File: src/rtl/nhs_pkg.sv
package nhs_pkg;
   typedef enum logic [3:0] {
      S_IDLE, S_CMD, S_ADDR, S_WDATA, S_CONF, S_PBUSY, S_RBUSY, S_RDATA, S_DONE
   } nhs_state_e;

   typedef enum logic [1:0] {
      P_WAIT, P_SETUP, P_STROBE, P_RECOV
   } nhs_phase_e;

   localparam logic [7:0] OP_READ    = 8'h00;
   localparam logic [7:0] OP_PROG    = 8'h80;
   localparam logic [7:0] OP_CONFIRM = 8'h10;
endpackage

File: src/rtl/nhs_timer.sv
module nhs_timer #(
   parameter int W = 8
) (
   input  logic         clk,
   input  logic         rst_n,
   input  logic         load,
   input  logic [W-1:0] load_val,
   output logic         done
);
   logic [W-1:0] cnt_q;

   always_ff @(posedge clk) begin
      if (!rst_n)            cnt_q <= '0;
      else if (load)         cnt_q <= load_val;
      else if (cnt_q != '0)  cnt_q <= cnt_q - W'(1);
   end

   assign done = (cnt_q == '0);
endmodule

File: src/rtl/nhs_pin_decode.sv
module nhs_pin_decode
   import nhs_pkg::*;
(
   input  nhs_state_e state,
   input  nhs_phase_e phase,
   input  logic       is_write,
   input  logic [7:0] addr_byte,
   input  logic [7:0] data_byte,
   output logic       cle,
   output logic       ale,
   output logic       ce_n,
   output logic       we_n,
   output logic       re_n,
   output logic [7:0] io_out,
   output logic       io_oe
);
   logic host_drive;

   always_comb begin
      host_drive = ((state == S_CMD) || (state == S_ADDR) || (state == S_WDATA) ||
                    (state == S_CONF)) && (phase != P_WAIT);
      cle   = host_drive && ((state == S_CMD) || (state == S_CONF));
      ale   = host_drive && (state == S_ADDR);
      we_n  = !(host_drive && (phase == P_STROBE));
      re_n  = !((state == S_RDATA) && (phase == P_STROBE));
      io_oe = host_drive;
      unique case (state)
         S_CMD:   io_out = is_write ? OP_PROG : OP_READ;
         S_ADDR:  io_out = addr_byte;
         S_WDATA: io_out = data_byte;
         S_CONF:  io_out = OP_CONFIRM;
         default: io_out = 8'h00;
      endcase
      unique case (state)
         S_CMD, S_ADDR, S_CONF, S_RBUSY: ce_n = 1'b0;
         S_WDATA: ce_n = (phase == P_WAIT);
         S_RDATA: ce_n = !((phase == P_STROBE) || (phase == P_RECOV));
         default: ce_n = 1'b1;
      endcase
   end
endmodule

File: src/rtl/nand_host_seq.sv
module nand_host_seq
   import nhs_pkg::*;
#(
   parameter int PAGE_BYTES  = 32,
   parameter int ADDR_CYCLES = 3,
   parameter int LEN_W       = 8,
   parameter int TMR_W       = 8,
   parameter int T_WP        = 2,
   parameter int T_WH        = 2,
   parameter int T_CEA       = 4,
   parameter int T_REA       = 3,
   parameter int T_SETTLE    = 3,
   parameter int TIMEOUT     = 5000
) (
   input  logic                     clk,
   input  logic                     rst_n,
   input  logic                     req_start,
   input  logic                     req_write,
   input  logic [8*ADDR_CYCLES-1:0] req_addr,
   input  logic [LEN_W-1:0]         req_len,
   input  logic [7:0]               wr_data,
   input  logic                     wr_valid,
   output logic                     wr_ready,
   output logic [7:0]               rd_data,
   output logic                     rd_valid,
   output logic                     req_ack,
   output logic                     req_err,
   output logic                     fl_cle,
   output logic                     fl_ale,
   output logic                     fl_ce_n,
   output logic                     fl_we_n,
   output logic                     fl_re_n,
   output logic [7:0]               fl_io_out,
   output logic                     fl_io_oe,
   input  logic [7:0]               fl_io_in,
   input  logic                     fl_rb
);
   localparam int ADDR_W = 8 * ADDR_CYCLES;
   localparam int CNT_W  = $clog2(PAGE_BYTES + 1);
   localparam int AI_W   = (ADDR_CYCLES > 1) ? $clog2(ADDR_CYCLES) : 1;
   localparam int T_ACC  = (T_CEA > T_REA) ? T_CEA : T_REA;
   localparam int TO_W   = $clog2(TIMEOUT + 1);
   localparam logic [TMR_W-1:0] V_ZERO   = '0;
   localparam logic [TMR_W-1:0] V_WP     = TMR_W'(T_WP - 1);
   localparam logic [TMR_W-1:0] V_WH     = TMR_W'(T_WH - 1);
   localparam logic [TMR_W-1:0] V_ACC    = TMR_W'(T_ACC - 1);
   localparam logic [TMR_W-1:0] V_SETTLE = TMR_W'(T_SETTLE - 1);
   localparam logic [TO_W-1:0]  V_TO     = TO_W'(TIMEOUT - 1);
   localparam logic [CNT_W-1:0] ONE      = CNT_W'(1);
   localparam logic [CNT_W-1:0] ADDR_LAST = CNT_W'(ADDR_CYCLES - 1);
   localparam logic [LEN_W-1:0] PAGE_L   = LEN_W'(PAGE_BYTES);

   initial begin
      assert_param_page: assert (PAGE_BYTES >= 1 && ADDR_CYCLES >= 1 && ADDR_CYCLES <= PAGE_BYTES)
         else $error("page and address cycle counts out of range");
      assert_param_len: assert (LEN_W >= CNT_W)
         else $error("LEN_W too narrow for PAGE_BYTES");
      assert_param_delay: assert (T_WP >= 1 && T_WH >= 1 && T_ACC >= 1 && T_SETTLE >= 1 && TIMEOUT >= 2)
         else $error("delays must be at least one cycle");
      assert_param_tmr: assert (T_WP < 2**TMR_W && T_WH < 2**TMR_W && T_ACC < 2**TMR_W && T_SETTLE < 2**TMR_W)
         else $error("TMR_W too narrow for delays");
   end

   nhs_state_e st_q, st_n;
   nhs_phase_e ph_q, ph_n;
   logic [CNT_W-1:0]  idx_q, idx_n, len_q;
   logic [ADDR_W-1:0] addr_q;
   logic              wr_q, err_q;
   logic [7:0]        dbuf_q;
   logic              t_ld, t_done, to_ld, to_done;
   logic [TMR_W-1:0]  t_val;
   logic              start, take, sample, set_err;
   logic [CNT_W-1:0]  len_eff;

   logic [7:0] addr_bytes [2**AI_W];
   for (genvar g = 0; g < 2**AI_W; g++) begin : g_abyte
      if (g < ADDR_CYCLES) begin : g_used
         assign addr_bytes[g] = addr_q[8*g +: 8];
      end else begin : g_pad
         assign addr_bytes[g] = 8'h00;
      end
   end

   assign len_eff = (req_len > PAGE_L) ? CNT_W'(PAGE_BYTES) : req_len[CNT_W-1:0];

   nhs_timer #(.W(TMR_W)) u_phase_tmr (
      .clk(clk), .rst_n(rst_n), .load(t_ld), .load_val(t_val), .done(t_done));

   nhs_timer #(.W(TO_W)) u_poll_tmr (
      .clk(clk), .rst_n(rst_n), .load(to_ld), .load_val(V_TO), .done(to_done));

   always_comb begin
      st_n = st_q;  ph_n = ph_q;  idx_n = idx_q;
      t_ld = 1'b0;  t_val = V_ZERO; to_ld = 1'b0;
      start = 1'b0; take = 1'b0; sample = 1'b0; set_err = 1'b0;
      unique case (st_q)
         S_IDLE: if (req_start) begin
            start = 1'b1; st_n = S_CMD; ph_n = P_SETUP; t_ld = 1'b1;
         end
         S_CMD, S_ADDR, S_WDATA, S_CONF: begin
            unique case (ph_q)
               P_WAIT: if (wr_valid) begin
                  take = 1'b1; ph_n = P_SETUP; t_ld = 1'b1;
               end
               P_SETUP: if (t_done) begin
                  ph_n = P_STROBE; t_ld = 1'b1; t_val = V_WP;
               end
               P_STROBE: if (t_done) begin
                  ph_n = P_RECOV; t_ld = 1'b1; t_val = V_WH;
               end
               P_RECOV: if (t_done) begin
                  t_ld = 1'b1; ph_n = P_SETUP;
                  unique case (st_q)
                     S_CMD: begin st_n = S_ADDR; idx_n = '0; end
                     S_ADDR: begin
                        if (idx_q != ADDR_LAST) idx_n = idx_q + ONE;
                        else begin
                           idx_n = '0;
                           if (!wr_q) begin st_n = S_RBUSY; t_val = V_SETTLE; end
                           else if (len_q == '0) st_n = S_CONF;
                           else begin st_n = S_WDATA; ph_n = P_WAIT; end
                        end
                     end
                     S_WDATA: begin
                        idx_n = idx_q + ONE;
                        if (idx_q + ONE == len_q) st_n = S_CONF;
                        else ph_n = P_WAIT;
                     end
                     default: begin st_n = S_PBUSY; t_val = V_SETTLE; end
                  endcase
               end
            endcase
         end
         S_PBUSY, S_RBUSY: begin
            if (ph_q == P_SETUP) begin
               if (t_done) begin ph_n = P_STROBE; to_ld = 1'b1; end
            end else if (fl_rb) begin
               if (st_q == S_RBUSY && len_q != '0) begin
                  st_n = S_RDATA; ph_n = P_WAIT; idx_n = '0; t_ld = 1'b1; t_val = V_WH;
               end else st_n = S_DONE;
            end else if (to_done) begin
               set_err = 1'b1; st_n = S_DONE;
            end
         end
         S_RDATA: begin
            unique case (ph_q)
               P_STROBE: if (t_done) begin
                  sample = 1'b1; ph_n = P_RECOV; t_ld = 1'b1;
               end
               P_RECOV: if (t_done) begin
                  idx_n = idx_q + ONE;
                  if (idx_q + ONE == len_q) st_n = S_DONE;
                  else begin ph_n = P_WAIT; t_ld = 1'b1; t_val = V_WH; end
               end
               default: if (t_done) begin
                  ph_n = P_STROBE; t_ld = 1'b1; t_val = V_ACC;
               end
            endcase
         end
         default: begin st_n = S_IDLE; ph_n = P_WAIT; end
      endcase
   end

   always_ff @(posedge clk) begin
      if (!rst_n) begin
         st_q <= S_IDLE; ph_q <= P_WAIT; idx_q <= '0; len_q <= '0;
         addr_q <= '0; wr_q <= 1'b0; err_q <= 1'b0; dbuf_q <= 8'h00;
         rd_data <= 8'h00; rd_valid <= 1'b0;
      end else begin
         st_q <= st_n; ph_q <= ph_n; idx_q <= idx_n;
         rd_valid <= sample;
         if (sample) rd_data <= fl_io_in;
         if (take) dbuf_q <= wr_data;
         if (start) begin
            wr_q <= req_write; addr_q <= req_addr; len_q <= len_eff; err_q <= 1'b0;
         end
         if (set_err) err_q <= 1'b1;
      end
   end

   assign wr_ready = (st_q == S_WDATA) && (ph_q == P_WAIT);
   assign req_ack  = (st_q == S_DONE);
   assign req_err  = req_ack && err_q;

   nhs_pin_decode u_pins (
      .state(st_q), .phase(ph_q), .is_write(wr_q),
      .addr_byte(addr_bytes[idx_q[AI_W-1:0]]), .data_byte(dbuf_q),
      .cle(fl_cle), .ale(fl_ale), .ce_n(fl_ce_n), .we_n(fl_we_n), .re_n(fl_re_n),
      .io_out(fl_io_out), .io_oe(fl_io_oe));

   // Checker-only counter of write-strobe low cycles.
   logic [TMR_W:0] we_lo_q;
   always_ff @(posedge clk) begin
      if (!rst_n || fl_we_n) we_lo_q <= '0;
      else                   we_lo_q <= we_lo_q + (TMR_W+1)'(1);
   end

   assert_we_width_R11: assert property (@(posedge clk) disable iff (!rst_n)
      $rose(fl_we_n) |-> (we_lo_q == (TMR_W+1)'(T_WP)));
   assert_bus_turn_R8: assert property (@(posedge clk) disable iff (!rst_n)
      !fl_re_n |-> (!fl_io_oe && fl_we_n));
   assert_ce_busy_R6: assert property (@(posedge clk) disable iff (!rst_n)
      (st_q == S_RBUSY) |-> !fl_ce_n);
   assert_latch_excl_R2: assert property (@(posedge clk) disable iff (!rst_n)
      !(fl_cle && fl_ale));
   assert_ack_pulse_R9: assert property (@(posedge clk) disable iff (!rst_n)
      req_ack |=> !req_ack);
   assert_len_cap_R4: assert property (@(posedge clk) disable iff (!rst_n)
      (st_q == S_RDATA) |-> (idx_q < len_q && len_q <= CNT_W'(PAGE_BYTES)));
   assert_data_gap_R5: assert property (@(posedge clk) disable iff (!rst_n)
      (wr_valid && wr_ready) |-> fl_ce_n);
endmodule

File: config.mk
export PLATFORM = sky130hd
export DESIGN_NAME = nand_host_seq
export DESIGN_NICKNAME = d
export VERILOG_FILES = /design/src/rtl/nhs_pkg.sv /design/src/rtl/nhs_timer.sv /design/src/rtl/nhs_pin_decode.sv /design/src/rtl/nand_host_seq.sv
export SDC_FILE = /design/constraint.sdc
export NUM_CORES = 1
export LEC_CHECK = 0
export BUFFER_PORTS_ARGS = -buffer_cell sky130_fd_sc_hd__clkbuf_2
export CAP_MARGIN = 20
export CORE_UTILIZATION = 40
export CTS_CLUSTER_SIZE = 8
export DETAILED_ROUTE_END_ITERATION = 8
export GPL_TIMING_DRIVEN = 0
export REMOVE_ABC_BUFFERS = 1
export SYNTH_ARGS = -nofsm -noshare
export SYNTH_HDL_FRONTEND = slang
export SYNTH_SLANG_ARGS = --single-unit
File: constraint.sdc
create_clock -name clk -period 3.5 [get_ports clk]
set_input_delay 0.35 -clock clk [delete_from_list [all_inputs] [get_ports clk]]
set_output_delay 0.35 -clock clk [all_outputs]
set_load 0.03 [all_outputs]
-- Yosys cells after proc, flatten, opt, wreduce, memory -nomap -nowiden
Index checks and enable logic that the tools add are counted.
- reductions and logical operators: 39
- $lt $le $gt $ge: 2
- add/subtract/negate cells: 3
- bitwise gates (word level): 2
- eq/ne operators: 32
- muxes and demuxes: 93
- operator list (cell ; count):
    $mux W6 ; 9
    $mux W4 ; 12
    $mux W8 ; 5
    $pmux W6 S3 ; 2
    $mux W1 ; 32
    $pmux W8 S4 ; 1
    $mux W2 ; 14
    $ne A3 B3 Y1 const B ; 9
    $mux W13 ; 2
    $bmux W8 S2 ; 1
    $eq A4 B3 Y1 const B ; 4
    $ne A2 B2 Y1 const B ; 8
    $pmux W2 S2 ; 4
    $pmux W2 S4 ; 2
    $pmux W4 S4 ; 1
    $logic_not A13 Y1 ; 1
    $reduce_bool A13 Y1 ; 1
    $sub A13 B1 Y13 const B ; 1
    $pmux W4 S3 ; 1
    $reduce_and A10 Y1 ; 1
    $reduce_and A9 Y1 ; 1
    $eq A4 B2 Y1 const B ; 2
    $gt A8 B6 Y1 const B ; 1
    $logic_and A1 B1 Y1 ; 8
    other kinds (32) ; 48
- logic and storage cells: 184
- register bits: 82
- input port bits: 54
- output and inout port bits: 26

-- Longest topological paths before layout
- depth in word-level cells: 8
- mapped depth: 10

-- Cells and area by module
From an unflattened synthesis, not the netlist that was laid out.
- cell total of the unflattened synthesis: 602
- area total of the unflattened synthesis: 4755.8 um^2
- by module, submodules not included (module ; cells an instance ; area an instance (um^2) ; times used ; sequential area each (um^2)):
    nand_host_seq ; 423 ; 3241.9 ; 1 ; 1221.2
    nhs_timer (u_poll_tmr) ; 89 ; 792.0 ; 1 ; 260.2
    nhs_timer (u_phase_tmr) ; 51 ; 457.9 ; 1 ; 160.2
    nhs_pin_decode ; 39 ; 264.0 ; 1 ; 0.0

-- Worst setup path before layout
OpenSTA, ideal clock, no wires.
- path type: reg-to-output
- start point: register st_q[2]
- end point: output fl_cle
- stages on the path, launching flop included: 5
- arrival time: 2.127 ns
- data required time: 3.150 ns
- buffers on the path: 2
- slack: 1.023 ns
- cells stage by stage: dfxtp_1 -> clkbuf_1 -> clkbuf_1 -> xor2_1 -> nor4b_1
- longest elaborated chain between the ends: 6
- elaborated cells on any way between the ends: 10
- classes of those cells: eq/ne: 4; reduce/logical: 6
- RTL lines (element ; line ; RTL):
    from (decl) ; nand_host_seq.sv:64 ; nhs_state_e st_q, st_n;
    from (signal assigned) ; nand_host_seq.sv:170 ; st_q <= st_n; ph_q <= ph_n; idx_q <= idx_n;
    $eq A4 B1 Y1 / $eq A4 B2 Y1 (equally long branches) ; nhs_pin_decode.sv:20, nhs_pin_decode.sv:22 ;
    $logic_or A1 B1 Y1 (3 in series) ; nhs_pin_decode.sv:20 ; host_drive = ((state == S_CMD) || (state == S_ADDR) || (state == S_WDATA) ||
    $logic_and A1 B1 Y1 ; nhs_pin_decode.sv:21 ; (state == S_CONF)) && (phase != P_WAIT);
    $logic_and A1 B1 Y1 * ; nhs_pin_decode.sv:22 ; cle = host_drive && ((state == S_CMD) || (state == S_CONF));
    to (decl) ; nand_host_seq.sv:28 ; output logic fl_cle,
Mark *: on every way between the ends. The rest lies on a longest branch, timed or not.

-- Worst setup path in the final report
- start point: register st_q[0]
- end point: register rd_data[7]
- longest elaborated chain between the ends: 2
- RTL lines (element ; line ; RTL):
    $eq A4 B3 Y1 ; nand_host_seq.sv:96 ; unique case (st_q)
    $mux W1 ; nand_host_seq.sv:96 ;
    to (signal assigned) ; nand_host_seq.sv:172 ; if (sample) rd_data <= fl_io_in;
    to (decl) ; nand_host_seq.sv:24 ; output logic [7:0] rd_data,
No other way between the ends.
A chain may end at the register's enable or synchronous reset.

==> results.yml <==
cells_and_area:
  synthToLayoutAreaGrowth_pct: 15.2
  seq_area_um2: 1640
  antenna_diodes: 0
  final_cell_count_without_fillers: 763
  multi_input_gate_area_um2: 2570
  number_of_nets_in_the_layout: 686
  nFillCells: 1058
  post_route_cells_drive_above_1_share_pct: 18.8
clock_network:
  cts_inserted_buffers: 9
  cts.htree.levels: 3
  cts.clk_slew.worst_paths_ps: 90
  cts_resized: 0
  root_buffer: "sky130_fd_sc_hd__clkbuf_8"
  ctsHoldBuffers: 0
  clock_path_buffers: 2
  tritoncts: "yes"
  clock-sinks: 82
  clkLatencyLatePin_ps: 370
  post_cts_buffers: 0
critical_path:
  setup.worst_path.end_class: "flip-flop"
  worst_endpoint_data_arrival_time_ps: 3330
  cp-start-kind: "flip-flop"
  worst-setup-path-type: "reg2reg"
  critical_path_required_ps: 3740
  crit_path_max_fanout: 23
sta:
  worstMarginPinSlew_ps: 858
  worst_clock_skew_ps: 15.3
  finalSetupViolations: 0
  setup_ws_ps: 417
  hold_viol: 0
  layout_min_cycle_time_ps: 3080
  report.final.slew_viol_count: 0
  slew_headroom_pct: 42.7
  period_utilisation_layout_pct: 88.1
  unrepaired_setup_endpoints_after_global_routing: "false"
  clock.fmax_mhz: 324
global_route:
  grt_overflow: 0
  gr-usage-all-layers_pct: 20.2
  antenna_found_initial: 0
  grt_max_degree: 64
  grt_first_pass_wirelength_um: 18300
  grt_pass1_vias: 3827
drt:
  drt-total-wl_um: 11300
  detail_route.drc_violations: 0
  drt-pass1-iter-count: 5
  detail_route.iter0.violations: 246
  routed_wl_per_cell_um: 14.8
  drtAntennaViolNets: 0
  detail_route.vias_per_cell: 5.46
  route.vias.total: 4163
floorplan:
  floorplan.die.width_um: 107
  placementRows: 37
  die-area_um2: 11400
  initial_core_util_pct: 42.0
  die_height_um: 107
  i_o_pin_count: 80
  floorplan.core_area_um2: 10500
synthesis:
  share_of_the_synthesized_area_in_the_top_cell_type_pct: 37.4
  synthesis.instances: 560
  synth_largest_area_cell: "sky130_fd_sc_hd__dfxtp_1"
  synth-seq-area-share_pct: 37.4
  netlist_area_um2: 4390
  post_synth_main_area_contributors: "sky130_fd_sc_hd__dfxtp_1 37%, sky130_fd_sc_hd__nand2_1 8.0%, sky130_fd_sc_hd__a21oi_1 6.5%, sky130_fd_sc_hd__nor2_1 5.0%, sky130_fd_sc_hd__ha_1 2.8%"
  synth_area_per_cell_um2: 7.84
  ys_async_sr_fraction_pct: 0
  dominantRegCellSynth: "sky130_fd_sc_hd__dfxtp_1"
  yosysUniqueCellTypes: 60
  yosys_warnings: 0
  synth_edf_count: 0
  yosys_register_bits: 82
placement:
  io_buffer_count: 79
  post_place_setup_slack_ps: 300
  place_congestion: 0.851
  detailed_place_hpwl_um: 7980
  dpl.cell_count: 745
run:
  max_cap_viol_count: 0
pwr:
  static-leakage-power_nw: 2.01
  peakVddDrop_mv: 0.324
  p_per_area_nw_per_um2: 789
min_path:
  hp-class: "in2reg"
run_status:
  outcome: "complete, no violations"
worst paths after layout:
kind | start | endpoint | slack, ps | depth (start not counted)
worst min register to register | rd_data[6]$_SDFFE_PN0P_ | rd_data[6]$_SDFFE_PN0P_ | 460 | 2
worst min-delay path | req_addr[14] | addr_q[14]$_SDFFE_PN0P_ | 200 | 3
worst max register to register | st_q[0]$_SDFFE_PN0P_ | rd_data[7]$_SDFFE_PN0P_ | 420 | 6
worst max-delay path | st_q[0]$_SDFFE_PN0P_ | rd_data[7]$_SDFFE_PN0P_ | 420 | 6
layer usage:
metal,wire (µm),vias to the layer above,track usage [%]
li1,-,2099,-
met1,5000,1948,24.7
met2,5650,106,34.9
met3,533,10,4.26
met4,127,0,6.75
met5,0,-,0
layout make-up:
type | instances | area share (%)
clock buffer | 9 | 2.45
multi-input combinational | 435 | 50.7
timing repair buffer | 82 | 9.05
sequential | 82 | 32.4
clock inverter | 7 | 1.06
tap | 136 | 3.36
inverter | 12 | 0.890
state kept, by name, indices dropped and copies added, names as in the netlist:
register and cells:
idx_q 6, addr_q 24, st_q 4, rd_data 8
wr_q 1, err_q 1, ph_q 2, u_poll_tmr.cnt_q 13
dbuf_q 8, len_q 6, u_phase_tmr.cnt_q 8, rd_valid 1
critical path, stage by stage, from the launching register on:
cell,delay (ps)
sky130_fd_sc_hd__dfxtp_1,890
sky130_fd_sc_hd__inv_1,510
sky130_fd_sc_hd__nor3_2,580
sky130_fd_sc_hd__and2_1,450
sky130_fd_sc_hd__nand2_1,290
sky130_fd_sc_hd__nand2_1,150
sky130_fd_sc_hd__a21oi_1,70
layout by cell type, fill, tap and decap left out, types with 7 or more instances in the layout:
cell / netlist / layout
sky130_fd_sc_hd__mux2_2: 8 / 8
sky130_fd_sc_hd__nor4_1: 9 / 9
sky130_fd_sc_hd__ha_1: 10 / 10
sky130_fd_sc_hd__mux2i_1: 12 / 12
sky130_fd_sc_hd__o21a_1: 8 / 8
sky130_fd_sc_hd__nor2_1: 58 / 58
sky130_fd_sc_hd__nand2_1: 94 / 94
sky130_fd_sc_hd__xnor2_1: 14 / 14
sky130_fd_sc_hd__xor2_1: 7 / 7
sky130_fd_sc_hd__a221oi_1: 7 / 7
sky130_fd_sc_hd__nand3_1: 18 / 18
sky130_fd_sc_hd__dfxtp_1: 82 / 82
sky130_fd_sc_hd__a21oi_1: 57 / 57
sky130_fd_sc_hd__and3_1: 9 / 9
sky130_fd_sc_hd__clkbuf_2: 0 / 79
sky130_fd_sc_hd__o21ai_0: 15 / 15
sky130_fd_sc_hd__clkbuf_8: 0 / 9
sky130_fd_sc_hd__inv_1: 10 / 10
sky130_fd_sc_hd__nor3_1: 25 / 25
cell usage after synthesis, types with 8 or more instances:
library cell               instances
sky130_fd_sc_hd__and3_1            9
sky130_fd_sc_hd__mux2i_1          12
sky130_fd_sc_hd__nand3_1          18
sky130_fd_sc_hd__ha_1             10
sky130_fd_sc_hd__mux2_2            8
sky130_fd_sc_hd__nor4_1            9
sky130_fd_sc_hd__dfxtp_1          82
sky130_fd_sc_hd__xnor2_1          14
sky130_fd_sc_hd__o21a_1            8
sky130_fd_sc_hd__a21oi_1          57
sky130_fd_sc_hd__inv_1            10
sky130_fd_sc_hd__o21ai_0          15
sky130_fd_sc_hd__nor2_1           58
sky130_fd_sc_hd__clkbuf_1         21
sky130_fd_sc_hd__nand2_1          94
sky130_fd_sc_hd__nor3_1           25
logic make-up after synthesis:
kind of cell               synth area share, %
AOI/OAI and AO/OA                         18.9
and+or+nand+nor                           27.7
muxes                                     4.79
DFF                                       37.4
buffers and inverters                     4.27
adders and majority gates                 2.85
xor gates and xnor gates                  4.19
through the flow:
step / utilization (%) / hold slack (ps) / TNS [ps] / power (mW) / area [µm²]
floorplan: - / 433 / 0 / 2.81 / 4250
global placement: 46.0 / 440 / -127 / 3.27 / 4810
detailed placement: 46.3 / 445 / 0 / 3.34 / 4840
CTS: 48.0 / 172 / 0 / 4.00 / 5020
global route: 48.4 / 177 / 0 / 4.32 / 5060
finish: 48.4 / 196 / 0 / 3.99 / 5060
where the power goes:
part | switching (mW) | total, mW | internal [mW]
registers | 0.236 | 1.37 | 1.13
clock network | 0.372 | 0.636 | 0.264
logic | 1.21 | 1.99 | 0.785
total | 1.81 | 3.99 | 2.18
Power figures use the tool's default switching activity.
